File: config.mk
export PLATFORM = sky130hd
export DESIGN_NAME = rtcal_unit
export DESIGN_NICKNAME = d
export VERILOG_FILES = /design/src/rtl/rtcal_pkg.sv /design/src/rtl/rtcal_prescaler.sv /design/src/rtl/rtcal_sequencer.sv /design/src/rtl/rtcal_unit.sv
export SDC_FILE = /design/constraint.sdc
export NUM_CORES = 1
export LEC_CHECK = 0
export BUFFER_PORTS_ARGS = -buffer_cell sky130_fd_sc_hd__buf_2
export CAP_MARGIN = 20
export CORE_ASPECT_RATIO = 1.1
export CORE_MARGIN = 5
export CORE_UTILIZATION = 39
export DETAILED_ROUTE_END_ITERATION = 12
export PLACE_DENSITY_LB_ADDON = 0.25
export SYNTH_ARGS = -nofsm -noshare
export SYNTH_HDL_FRONTEND = slang
export SYNTH_SLANG_ARGS = --single-unit
File: constraint.sdc
create_clock -name clk_osc -period 4.6 [get_ports clk_osc]
set_input_delay 0 -clock clk_osc [delete_from_list [all_inputs] [get_ports clk_osc]]
set_output_delay 0 -clock clk_osc [all_outputs]
set_load 0.01 [all_outputs]
File: src/rtl/rtcal_pkg.sv
package rtcal_pkg;
  localparam int unsigned BASE_DIV    = 256;
  localparam int unsigned STRETCH_CYC = 128;
  localparam int unsigned LO_W        = 9;
  localparam int unsigned MAG_W       = 5;
  localparam int unsigned MIN_W       = 6;
  localparam int unsigned ACTIVE_MIN  = 62;

  // last count of the first-stage divider for this sub-period
  function automatic logic [LO_W-1:0] lo_last(input logic stretch);
    return stretch ? LO_W'(BASE_DIV + STRETCH_CYC - 1) : LO_W'(BASE_DIV - 1);
  endfunction

  // number of leading minutes of a cycle that carry a correction
  function automatic logic [MIN_W:0] span_minutes(input logic [MAG_W-1:0] mag);
    return {1'b0, mag, 1'b0};
  endfunction
endpackage

File: src/rtl/rtcal_prescaler.sv
module rtcal_prescaler
  import rtcal_pkg::*;
#(
  parameter int unsigned HI_DIV = 128
) (
  input  logic clk,
  input  logic rst_n,
  input  logic stretch_req,
  input  logic skip_req,
  output logic sec_tick,
  output logic sec_origin,
  output logic wave512
);
  localparam int unsigned HW = $clog2(HI_DIV + 1);

  logic [LO_W-1:0] lo_q;
  logic [HW-1:0]   hi_q;
  logic            first_sub;
  logic            lo_end;
  logic [HW:0]     hi_sum;
  logic            started_q;

  assign first_sub  = (hi_q == '0);
  assign lo_end     = (lo_q == lo_last(stretch_req && first_sub));
  assign hi_sum     = {1'b0, hi_q} + ((skip_req && first_sub) ? (HW+1)'(2) : (HW+1)'(1));
  assign sec_tick   = lo_end && (hi_sum >= (HW+1)'(HI_DIV));
  assign sec_origin = (lo_q == '0) && first_sub;
  assign wave512    = lo_q[5];

  always_ff @(posedge clk) begin
    if (!rst_n) begin
      lo_q      <= '0;
      hi_q      <= '0;
      started_q <= 1'b0;
    end else begin
      started_q <= 1'b1;
      if (lo_end) begin
        lo_q <= '0;
        hi_q <= sec_tick ? '0 : hi_sum[HW-1:0];
      end else begin
        lo_q <= lo_q + 1'b1;
      end
    end
  end

  // the first stage only passes 255 inside a stretched first sub-period
  p_lo_range_r4: assert property (@(posedge clk) disable iff (!rst_n)
    lo_q <= LO_W'(BASE_DIV + STRETCH_CYC - 1));
  p_stretch_gate_r4: assert property (@(posedge clk) disable iff (!rst_n)
    (lo_q == LO_W'(BASE_DIV)) |-> (stretch_req && first_sub));
  // the test wave changes level on every 32-cycle boundary
  p_wave_flip_r8: assert property (@(posedge clk) disable iff (!rst_n)
    (started_q && lo_q[4:0] == 5'd0) |-> (wave512 != $past(wave512)));
endmodule

File: src/rtl/rtcal_sequencer.sv
module rtcal_sequencer
  import rtcal_pkg::*;
#(
  parameter int unsigned SEC_PER_MIN = 60
) (
  input  logic             clk,
  input  logic             rst_n,
  input  logic             sec_tick,
  input  logic             sec_origin,
  input  logic [MAG_W-1:0] cal_mag,
  input  logic             cal_speedup,
  output logic             stretch_req,
  output logic             skip_req,
  output logic             sec_par
);
  localparam int unsigned SW = $clog2(SEC_PER_MIN + 1);

  logic [SW-1:0]    sec_idx_q;
  logic [MIN_W-1:0] min_idx_q;
  logic [MAG_W-1:0] cap_mag_q;
  logic             cap_up_q;
  logic             at_origin;
  logic             modify;

  assign at_origin   = sec_origin && (sec_idx_q == '0) && (min_idx_q == '0);
  assign modify      = (sec_idx_q == '0) && ({1'b0, min_idx_q} < span_minutes(cap_mag_q));
  assign skip_req    = modify && cap_up_q;
  assign stretch_req = modify && !cap_up_q;

  always_ff @(posedge clk) begin
    if (!rst_n) begin
      sec_idx_q <= '0;
      min_idx_q <= '0;
      cap_mag_q <= '0;
      cap_up_q  <= 1'b0;
      sec_par   <= 1'b0;
    end else begin
      if (at_origin) begin
        cap_mag_q <= cal_mag;
        cap_up_q  <= cal_speedup;
      end
      if (sec_tick) begin
        sec_par <= ~sec_par;
        if (sec_idx_q == SW'(SEC_PER_MIN - 1)) begin
          sec_idx_q <= '0;
          min_idx_q <= min_idx_q + 1'b1;
        end else begin
          sec_idx_q <= sec_idx_q + 1'b1;
        end
      end
    end
  end

  // captured trim is frozen between cycle origins
  p_cap_hold_r7: assert property (@(posedge clk) disable iff (!rst_n)
    !at_origin |=> ($stable(cap_mag_q) && $stable(cap_up_q)));
  // corrections only in the first second of an active minute
  p_window_r5: assert property (@(posedge clk) disable iff (!rst_n)
    modify |-> (sec_idx_q == '0 && min_idx_q < MIN_W'(ACTIVE_MIN)));
  p_zero_mag_r5: assert property (@(posedge clk) disable iff (!rst_n)
    (cap_mag_q == '0) |-> !(skip_req || stretch_req));
  // the seconds LSB flips after every tick
  p_par_flip_r9: assert property (@(posedge clk) disable iff (!rst_n)
    sec_tick |=> (sec_par != $past(sec_par)));
endmodule

File: src/rtl/rtcal_unit.sv
module rtcal_unit
  import rtcal_pkg::*;
#(
  parameter int unsigned HI_DIV      = 128,
  parameter int unsigned SEC_PER_MIN = 60
) (
  input  logic             clk_osc,
  input  logic             rst_n,
  input  logic [MAG_W-1:0] cal_mag,
  input  logic             cal_speedup,
  input  logic             freq_test,
  output logic             tick_1hz,
  output logic             sec_bit0
);
  logic stretch_req;
  logic skip_req;
  logic sec_origin;
  logic wave512;
  logic sec_par;

  rtcal_prescaler #(.HI_DIV(HI_DIV)) u_pre (
    .clk         (clk_osc),
    .rst_n       (rst_n),
    .stretch_req (stretch_req),
    .skip_req    (skip_req),
    .sec_tick    (tick_1hz),
    .sec_origin  (sec_origin),
    .wave512     (wave512)
  );

  rtcal_sequencer #(.SEC_PER_MIN(SEC_PER_MIN)) u_seq (
    .clk         (clk_osc),
    .rst_n       (rst_n),
    .sec_tick    (tick_1hz),
    .sec_origin  (sec_origin),
    .cal_mag     (cal_mag),
    .cal_speedup (cal_speedup),
    .stretch_req (stretch_req),
    .skip_req    (skip_req),
    .sec_par     (sec_par)
  );

  assign sec_bit0 = freq_test ? wave512 : sec_par;

  // nothing ticks in the cycle at the cycle origin
  p_origin_quiet_r10: assert property (@(posedge clk_osc) disable iff (!rst_n)
    sec_origin |-> !tick_1hz);
endmodule

==> impl_summary.md, run 1 <==
Clock network
The number of levels the H-tree was split into is 2. CTS placed an instance of sky130_fd_sc_hd__clkbuf_8 at the clock tree root. The clock insertion delay at the later pin of the skew report is a little under 0.3 ns.

Counting the buffers created by CTS gives 5. The count of buffers added by post-CTS timing repair for setup is 0. The number of gates resized after CTS was 0. The clock drives 36 sinks.

After clock tree synthesis, the clock-pin slew on the worst setup and hold paths is around 0.080 ns. For this design, the CTS-stage hold fixing added 6 buffers. TritonCTS built the clock tree. The buffer levels on the longest clock path is 2.

GRT
The number of antenna violations at the first check in global routing came to 0. The total track usage is 0.135. The largest net degree at the start of global routing is 35.

Summed over all layers, the global routing overflow is 0. The first global-routing pass estimated between 7000 and 8000 um of wire. The number of global-route vias before repair is approximately 1.6k.

Timing
For the pin with the worst max-slew slack, the measured transition is just under 1 ns. Setup repair after global routing left no endpoint under its margin. Between clock sinks in the finished design, the worst skew comes to 0.00826 ns. The worst path in the final design needs a cycle of about 3.8 ns, including I/O delays and setup. The worst setup slack after layout is ~0.80 ns.

The max-slew violation count is 0. The number of hold-slack violations in the final timing report is 0. Headroom to the max-slew limit came out at 0.332. Setup violations remaining at the end of the flow were counted as 0.

The maximum clock frequency is ~260 MHz. Summed over all failing endpoints, the final setup total negative slack is 0 ns. The share of the clock period used by the worst path is 0.827.

Run
The reported max-cap violation count is 0.

Cells and area
The net count of the finished layout is between 200 and 300. Counting the fill cells in the layout gives roughly 500. Compared with the post-synthesis result, the final layout area differs by 13.2%.

In the final layout, the share of cells above drive strength 1 is 0.101. The count of inserted antenna diode cells is 0.

Critical path
The capture instance of the worst register-to-register path is u_pre.hi_q[2]. The highest cell delay on the worst timing path is a little under 0.9 ns. The critical register-to-register path startpoint is u_seq.min_idx_q[2]. The signal on the critical path passes through ha_1 -> o21ai_0 -> o21a_1 -> nor2_1 -> or4b_2 -> inv_1 -> ha_1 -> a21oi_1 -> nor4_1 -> or3_1 -> nand2_1 -> a21oi_1. The number of cell instances on the worst register-to-register path is 12. Among all stages on the critical path, the largest delay is contributed by sky130_fd_sc_hd__nor4_1. Data on the critical path arrives at its endpoint at about 4 ns. The type of element launching the critical path is a flip-flop. The type of element capturing the critical path is a flip-flop. The worst endpoint required time is 4.82 ns. The critical path is of the flip-flop to flip-flop type. The largest fanout on the critical path is 10.

The worst setup slack for register-to-register paths is ~0.80 ns.

Floorplanning
The initial standard-cell utilization of the core is 0.399. In this run the horizontal extent of the chip is roughly 78 um. The floorplan core area is 0.00497 mm2. The number of top-level pins is 11. The initialized floorplan defines 27 standard-cell rows.

The die covers 0.00661 mm2. The vertical die dimension is between 80 and 90 um.

Hold path
The path with the worst hold slack has its endpoint at u_seq.min_idx_q[3]. The worst hold path belongs to the class primary input to flip-flop. The worst hold path passes through 3 cells. The start point of the worst min-delay path is rst_n.

Synthesis
For this run, the number of Yosys warnings is 0. Counting every net in the synthesized netlist gives approximately 250. The share of flip-flops with an asynchronous set or reset after synthesis is 0.

The netlist uses 45 different library cells. The sequential share of the synthesized area is 0.364. The number of storage elements in the synthesis netlist is 36. The synthesized cell area is between 0.0015 and 0.002 mm2.

Dividing the synthesized area by the synthesized cell count gives 8.61 um2. The gate count after technology mapping is between 200 and 250. The dominant synthesized flop cell is sky130_fd_sc_hd__dfxtp_1. The number of flops mapped to enable cells by yosys is 0.

Pwr
The clock share of power is 0.427. The switching fraction of total power is 0.232. The maximum vdd drop is about 0.00016 V. The internal power of the cells is approximately 0.50 mW. The power per cell area is around 290 mW/mm2. The power share of the combinational group is 0.077. The share of total power dissipated in sequential elements is 0.496. The net switching power of the design is around 0.15 mW. In this run the static leakage power is 0.865 nW.

Outcome
The run finished with clean final reports.

Placement
The estimated wirelength of the detail-placed design is between 2000 and 3000 um. OpenSTA, run right after detailed placement, puts the worst setup slack at ~0.83 ns. The number of port buffers is 10. The weighted congestion reported at the end of routability-driven placement is 0.805.

Routing
Dividing the detail-routed via count by the number of cells gives 5.31. The number of iterations in the first detailed-routing pass is 4. The total detailed-routing wirelength is approximately 4000 um. The remaining antenna violation count is 0. In the routed design, unresolved DRC markers number 0. The detailed-route via count is roughly 1.6k. The count of routing violations after the opening detailed-route iteration is 67. The detailed-route wire length per cell is 13.2 um.
[worst max-delay path by stage]
| stage | from | to | slack [ns] | cells past startpoint |
|---|---|---|---|---|
| after floorplan | u_seq.min_idx_q[2] | u_seq.sec_idx_q[4] | 1.26 | 13 |
| after global placement | u_seq.min_idx_q[2] | u_seq.sec_par | 0.96 | 12 |
| after detailed placement | u_seq.min_idx_q[2] | u_pre.hi_q[2] | 0.83 | 12 |
| after CTS | u_seq.min_idx_q[2] | u_pre.hi_q[2] | 0.78 | 12 |
| after global routing | u_seq.min_idx_q[2] | u_pre.hi_q[5] | 0.48 | 12 |
| final | u_seq.min_idx_q[2] | u_pre.hi_q[2] | 0.80 | 12 |
[worst max-delay path: cells and delay by family (launching register included)]
family,cells,cell delay (ns)
flops,1,0.44
buf+inv,1,0.08
compound gates,4,0.59
fa+ha+maj,2,0.42
simple gates,5,2.19
[layout by cell type, fill, tap and decap left out, types with 2 or more instances in the layout]
master,n
sky130_fd_sc_hd__nand4b_1,3
sky130_fd_sc_hd__xnor2_1,10
sky130_fd_sc_hd__nand3b_1,2
sky130_fd_sc_hd__and3_1,4
sky130_fd_sc_hd__nand2_1,25
sky130_fd_sc_hd__nor4_1,6
sky130_fd_sc_hd__nor3_1,5
sky130_fd_sc_hd__a21oi_1,4
sky130_fd_sc_hd__nand4_1,4
sky130_fd_sc_hd__dlygate4sd3_1,6
sky130_fd_sc_hd__a21boi_0,7
sky130_fd_sc_hd__ha_1,12
sky130_fd_sc_hd__nor3b_1,3
sky130_fd_sc_hd__o21ai_0,11
sky130_fd_sc_hd__nand2b_1,5
sky130_fd_sc_hd__nor2_1,22
sky130_fd_sc_hd__dfxtp_1,36
sky130_fd_sc_hd__buf_2,10
sky130_fd_sc_hd__nor2b_1,2
sky130_fd_sc_hd__inv_1,13
sky130_fd_sc_hd__and2_1,2
sky130_fd_sc_hd__and4b_1,2
sky130_fd_sc_hd__mux2i_1,7
sky130_fd_sc_hd__o31ai_1,2
sky130_fd_sc_hd__o21a_1,2
sky130_fd_sc_hd__xor2_1,4
sky130_fd_sc_hd__clkbuf_8,5
sky130_fd_sc_hd__nand3_1,12
sky130_fd_sc_hd__nor4b_1,3
[cell usage after synthesis, types with 2 or more instances]
library cell | number | area share
sky130_fd_sc_hd__nand3b_1 | 2 | 0.0076
sky130_fd_sc_hd__o31ai_1 | 2 | 0.0076
sky130_fd_sc_hd__nor2_1 | 22 | 0.042
sky130_fd_sc_hd__nor3b_1 | 3 | 0.011
sky130_fd_sc_hd__nand3_1 | 12 | 0.030
sky130_fd_sc_hd__a21boi_0 | 7 | 0.027
sky130_fd_sc_hd__buf_2 | 2 | 0.0051
sky130_fd_sc_hd__nand2_1 | 25 | 0.047
sky130_fd_sc_hd__xor2_1 | 4 | 0.018
sky130_fd_sc_hd__mux2i_1 | 7 | 0.035
sky130_fd_sc_hd__nor4b_1 | 3 | 0.013
sky130_fd_sc_hd__and3_1 | 4 | 0.013
sky130_fd_sc_hd__nor2b_1 | 2 | 0.0063
sky130_fd_sc_hd__nand4b_1 | 3 | 0.013
sky130_fd_sc_hd__a21oi_1 | 4 | 0.010
sky130_fd_sc_hd__and2_1 | 2 | 0.0063
sky130_fd_sc_hd__o21a_1 | 2 | 0.0076
sky130_fd_sc_hd__inv_1 | 13 | 0.025
sky130_fd_sc_hd__o21ai_0 | 11 | 0.028
sky130_fd_sc_hd__dfxtp_1 | 36 | 0.36
sky130_fd_sc_hd__nand2b_1 | 5 | 0.016
sky130_fd_sc_hd__clkbuf_1 | 3 | 0.0057
sky130_fd_sc_hd__ha_1 | 12 | 0.076
sky130_fd_sc_hd__nand4_1 | 4 | 0.013
sky130_fd_sc_hd__xnor2_1 | 10 | 0.044
sky130_fd_sc_hd__nor4_1 | 6 | 0.019
sky130_fd_sc_hd__and4b_1 | 2 | 0.010
sky130_fd_sc_hd__nor3_1 | 5 | 0.013
[final cells by class]
type                    instances  area (um2)  area share
well taps                      58        72.6      0.0324
inverters                      13        48.8      0.0218
clock inverters                 3        42.5      0.0190
flip-flops and latches         36         721       0.321
multi-input cells             175        1180       0.526
clock buffers                   5        68.8      0.0307
repair buffers                 16         110      0.0491
[kinds of logic (layout without fill, tap and decap cells)]
kind of cell | after synthesis | after routing | synth area share
simple gates | 108 | 108 | 0.302
fa+ha+maj | 12 | 12 | 0.0758
xor+xnor | 14 | 14 | 0.0619
compound gates | 33 | 33 | 0.114
buf+inv | 19 | 37 | 0.0411
flops | 36 | 36 | 0.364
mux | 8 | 8 | 0.0411
[through the flow]
| stage | util | area, um2 | cells | hold WS [ns] | total power, mW |
|---|---|---|---|---|---|
| detailed placement | 0.417 | 2070 | 292 | 0.266 | 0.378 |
| CTS | 0.451 | 2240 | 306 | 0.233 | 0.664 |
| floorplan | - | 1980 | 230 | 0.147 | 0.364 |
| finish | 0.451 | 2240 | 306 | 0.233 | 0.653 |
| global route | 0.451 | 2240 | 306 | 0.274 | 0.685 |
| global placement | 0.417 | 2070 | 292 | 0.260 | 0.377 |
[per-layer routing]
metal	up-vias	wire length [um]	global-route usage
met3	7	74	0.0300
met4	0	90	0.0645
met1	761	1920	0.162
met2	9	1960	0.225
met5	-	0	0
li1	848	-	-
[flip-flops by register name (all words and copies together), names as in the netlist]
register	flops
u_seq.cap_mag_q	5
u_seq.min_idx_q	6
u_pre.hi_q	8
u_seq.cap_up_q	1
u_pre.lo_q	9
u_seq.sec_idx_q	6
u_seq.sec_par	1
[power by group through the flow]
stage          Clock (mW)  Combinational, mW  Sequential (mW)
2_1_floorplan           0             0.0342            0.330
3_3_place_gp            0             0.0458            0.331
3_5_place_dp            0             0.0465            0.331
4_1_cts             0.289             0.0506            0.324
5_1_grt             0.303             0.0569            0.325
6_report            0.279             0.0500            0.324
Note: power is estimated with default switching activity, not from simulation.
==> run 2, diff against run 1 <==
Clock period 4.6 ns to 3.3 ns, I/O delays scaled along.
==> run 2 against run 1 <==
  * Clock skew shrank 0.0016 ns
  * Combinational power grew 75%
  * Clock-buffer cell count grew 1
  * Worst setup slack lost 0.57 ns
  * Highest routed layer unchanged
  * Die area is the same
  * Design area grew 9.6%
==> impl_summary.md, run 2 (synthesized netlist as in run 1, its figures left out) <==
Outcome
The run finished with clean final reports.

Hold path
In this run the worst hold path is classified as primary input to flip-flop.

Floorplanning
In this run the horizontal extent of the chip is about 78 um. The number of placement rows is 27. For this design the top-level I/O count stands at 11. The initial utilization of the core area, before any placement, comes to 0.399.

The floorplan core area is approximately 0.0050 mm2. The die covers 0.00661 mm2. The vertical die dimension is between 80 and 90 um.

Pwr
The power per cell area is between 300 and 400 mW/mm2. In this run the static leakage power is between 0.9 and 1 nW. The post-route total power is just over 0.8 mW. The maximum vdd drop is ~0.00015 V.

Critical path
The critical path arrival is roughly 3.1 ns. STA puts the critical path data required time at around 3.3 ns. The family of cells with the greatest summed delay on the critical path is simple AND/OR/NAND/NOR gates. The cell with the largest stage delay on the worst path is sky130_fd_sc_hd__or4b_4. Along the worst path, the maximum fanout reaches 5. On the worst path, the slowest cell contributes a delay of approximately 0.54 ns.

For flop-to-flop paths, the worst setup slack is ~0.26 ns. Walking the worst path, the cells encountered are inv_1 -> ha_1 -> o21ai_2 -> o21a_1 -> nor2_1 -> or4b_4 -> inv_2 -> ha_4 -> a21oi_4 -> nor4_4 -> buf_12 -> or2_4 -> nor3_2 -> buf_2. The category of the most critical setup path is flip-flop to output port. STA classifies the critical path endpoint as an output port.

The combined buffer and inverter count along the critical path is 4. The type of element launching the critical path is a flip-flop.

Placement
Routability-driven placement finished with a final weighted congestion of 0.804. The estimated wirelength of the detail-placed design is 3070 um. The number of placed cells counting well taps is between 300 and 400. The number of port buffers is 10.

The setup slack at placement is a little under 0.04 ns.

Cells and area
In the final layout, the registers with the most flip-flops are u_pre.lo_q: 9 flops, u_pre.hi_q: 8 flops. The area of combinational cells with multiple inputs is between 0.001 and 0.0015 mm2. Counting flops per register, the top entry is u_pre.lo_q. The top cell types in the final layout, fill and taps aside, are sky130_fd_sc_hd__dfxtp_1, sky130_fd_sc_hd__nand2_1, sky130_fd_sc_hd__nor2_1. The post-route core utilization is 0.495.

Of the cells placed in the final design, the portion with a size suffix greater than 1 is 0.201. In the final design database the tool counted 290 nets. The fill cell instance count of the final layout is 485. 0 antenna diodes ended up in the layout. The register with the most flip-flops in the layout has 9 of them. The sequential cells in the finished layout cover a total of ~720 um2.

The layout overhead on the synthesized area is 24.1%. After the flow finishes, the layout carries non-filler instances totaling between 300 and 400. The most frequent standard cell in the layout excluding fill and tap cells is sky130_fd_sc_hd__dfxtp_1.

Clock network
The clock insertion delay at the later pin of the skew report is about 0.29 ns. The clock buffer count from CTS is 5. The buffer levels on the longest clock path is 2.

Clock-pin slew was measured on the worst setup and hold paths at 0.07 ns. The number of sinks on the clock net is 36. The H-tree was split into 2 levels. The TritonCTS clock tree is done. The root buffer cell chosen for the clock tree is sky130_fd_sc_hd__clkbuf_8.

Routing
For this run, design rule violations remaining after detail routing come to 0. The first detailed-routing pass took 4 iterations. The total detailed-routing wirelength is around 4300 um. In the final routed layout, each cell accounts on average for 13.0 um. The remaining antenna violation count is 0. The detailed-route via count is between 1.5k and 2k.

The ratio of routed vias to standard cells is between 5 and 6. In this run, the number of DRC markers left after iteration 0 of detailed routing was 77.

GRT
Entering global routing, the biggest net connects 35 pins. The number of global-route vias before repair is about 1.7k. The remaining global-route overflow is 0. The total track usage is 0.140. The first global-routing pass estimated about 7500 um of wire. The number of antenna violations at the first check in global routing is 0.

Timing
Static timing analysis puts the maximum clock frequency at 325 MHz. The max-slew violation count is 0. The number of hold-slack violations in the final timing report was 0. The transition at the pin with the smallest max-transition slack is approximately 0.7 ns. Of the available clock period, the critical path in the final layout requires 0.933. The time the final worst path needs with I/O delays and setup is ~3.1 ns.

For the final routed database, the setup TNS stands at 0 ns. The worst path meets setup with 0.222 ns of slack. The relative slew slack is 0.530.

The final clock skew is ~0.0067 ns. Setup repair after global routing left no endpoint under its margin. Setup violations remaining at the end of the flow were counted as 0.

Run
The reported max-cap violation count is 0.
[run 2: cell types whose count changed in the layout (fill, tap and decap cells not counted), sizes merged]
cell and delta:
buf +22, bufinv -1, clkbuf +1, clkinvlp -1
[run 2: cell type report]
cell class,instances,area share
repair buffers,38,0.117
clock buffers,6,0.0295
inverters,13,0.0199
multi-input cells,175,0.509
flip-flops and latches,36,0.293
well taps,58,0.0295
clock inverters,1,0.00204
[run 2: final timing paths]
check,startpoint,end,depth (start not counted)
worst min-delay path,rst_n,u_pre.hi_q[0],3
worst max-delay path,u_seq.cap_mag_q[1],tick_1hz,14
worst max register to register,u_seq.cap_mag_q[1],u_seq.sec_idx_q[3],14
worst min register to register,u_seq.cap_mag_q[1],u_seq.cap_mag_q[1],2
[run 2: stage by stage]
| step | area, um2 | hold WS (ns) |
|---|---|---|
| 5_1_grt | 2460 | 0.292 |
| 3_5_place_dp | 2240 | 0.264 |
| 4_1_cts | 2410 | 0.240 |
| 2_1_floorplan | 1990 | 0.147 |
| 6_report | 2460 | 0.260 |
| 3_3_place_gp | 2240 | 0.261 |
[run 2: metal layers]
layer / GRT usage / part of all wire / vias up
li1: - / - / 886
met1: 0.167 / 0.46 / 796
met2: 0.243 / 0.50 / 15
met3: 0.0354 / 0.022 / 6
met4: 0.0461 / 0.014 / 0
met5: 0 / 0 / -
[run 2: repair_timing]
action	CTS	global route
endpoints found under the hold margin	6	0
resized for setup	3	9
setup endpoints to repair	1	19
pin swaps	2	3
setup buffers	2	0
hold buffers	6	0
[run 2: report_power, final]
group	leakage, nW	internal, mW	total, mW	switching, mW
registers	0.292	0.444	0.452	0.00780
clock network	0.0410	0.143	0.291	0.147
logic	0.660	0.0431	0.0877	0.0446
total	0.993	0.631	0.831	0.200
[run 2: worst min-delay path, cell delays in order]
cell                      delay (ns)
sky130_fd_sc_hd__buf_2          0.29
sky130_fd_sc_hd__nand2_1        0.14
sky130_fd_sc_hd__mux2i_1        0.05
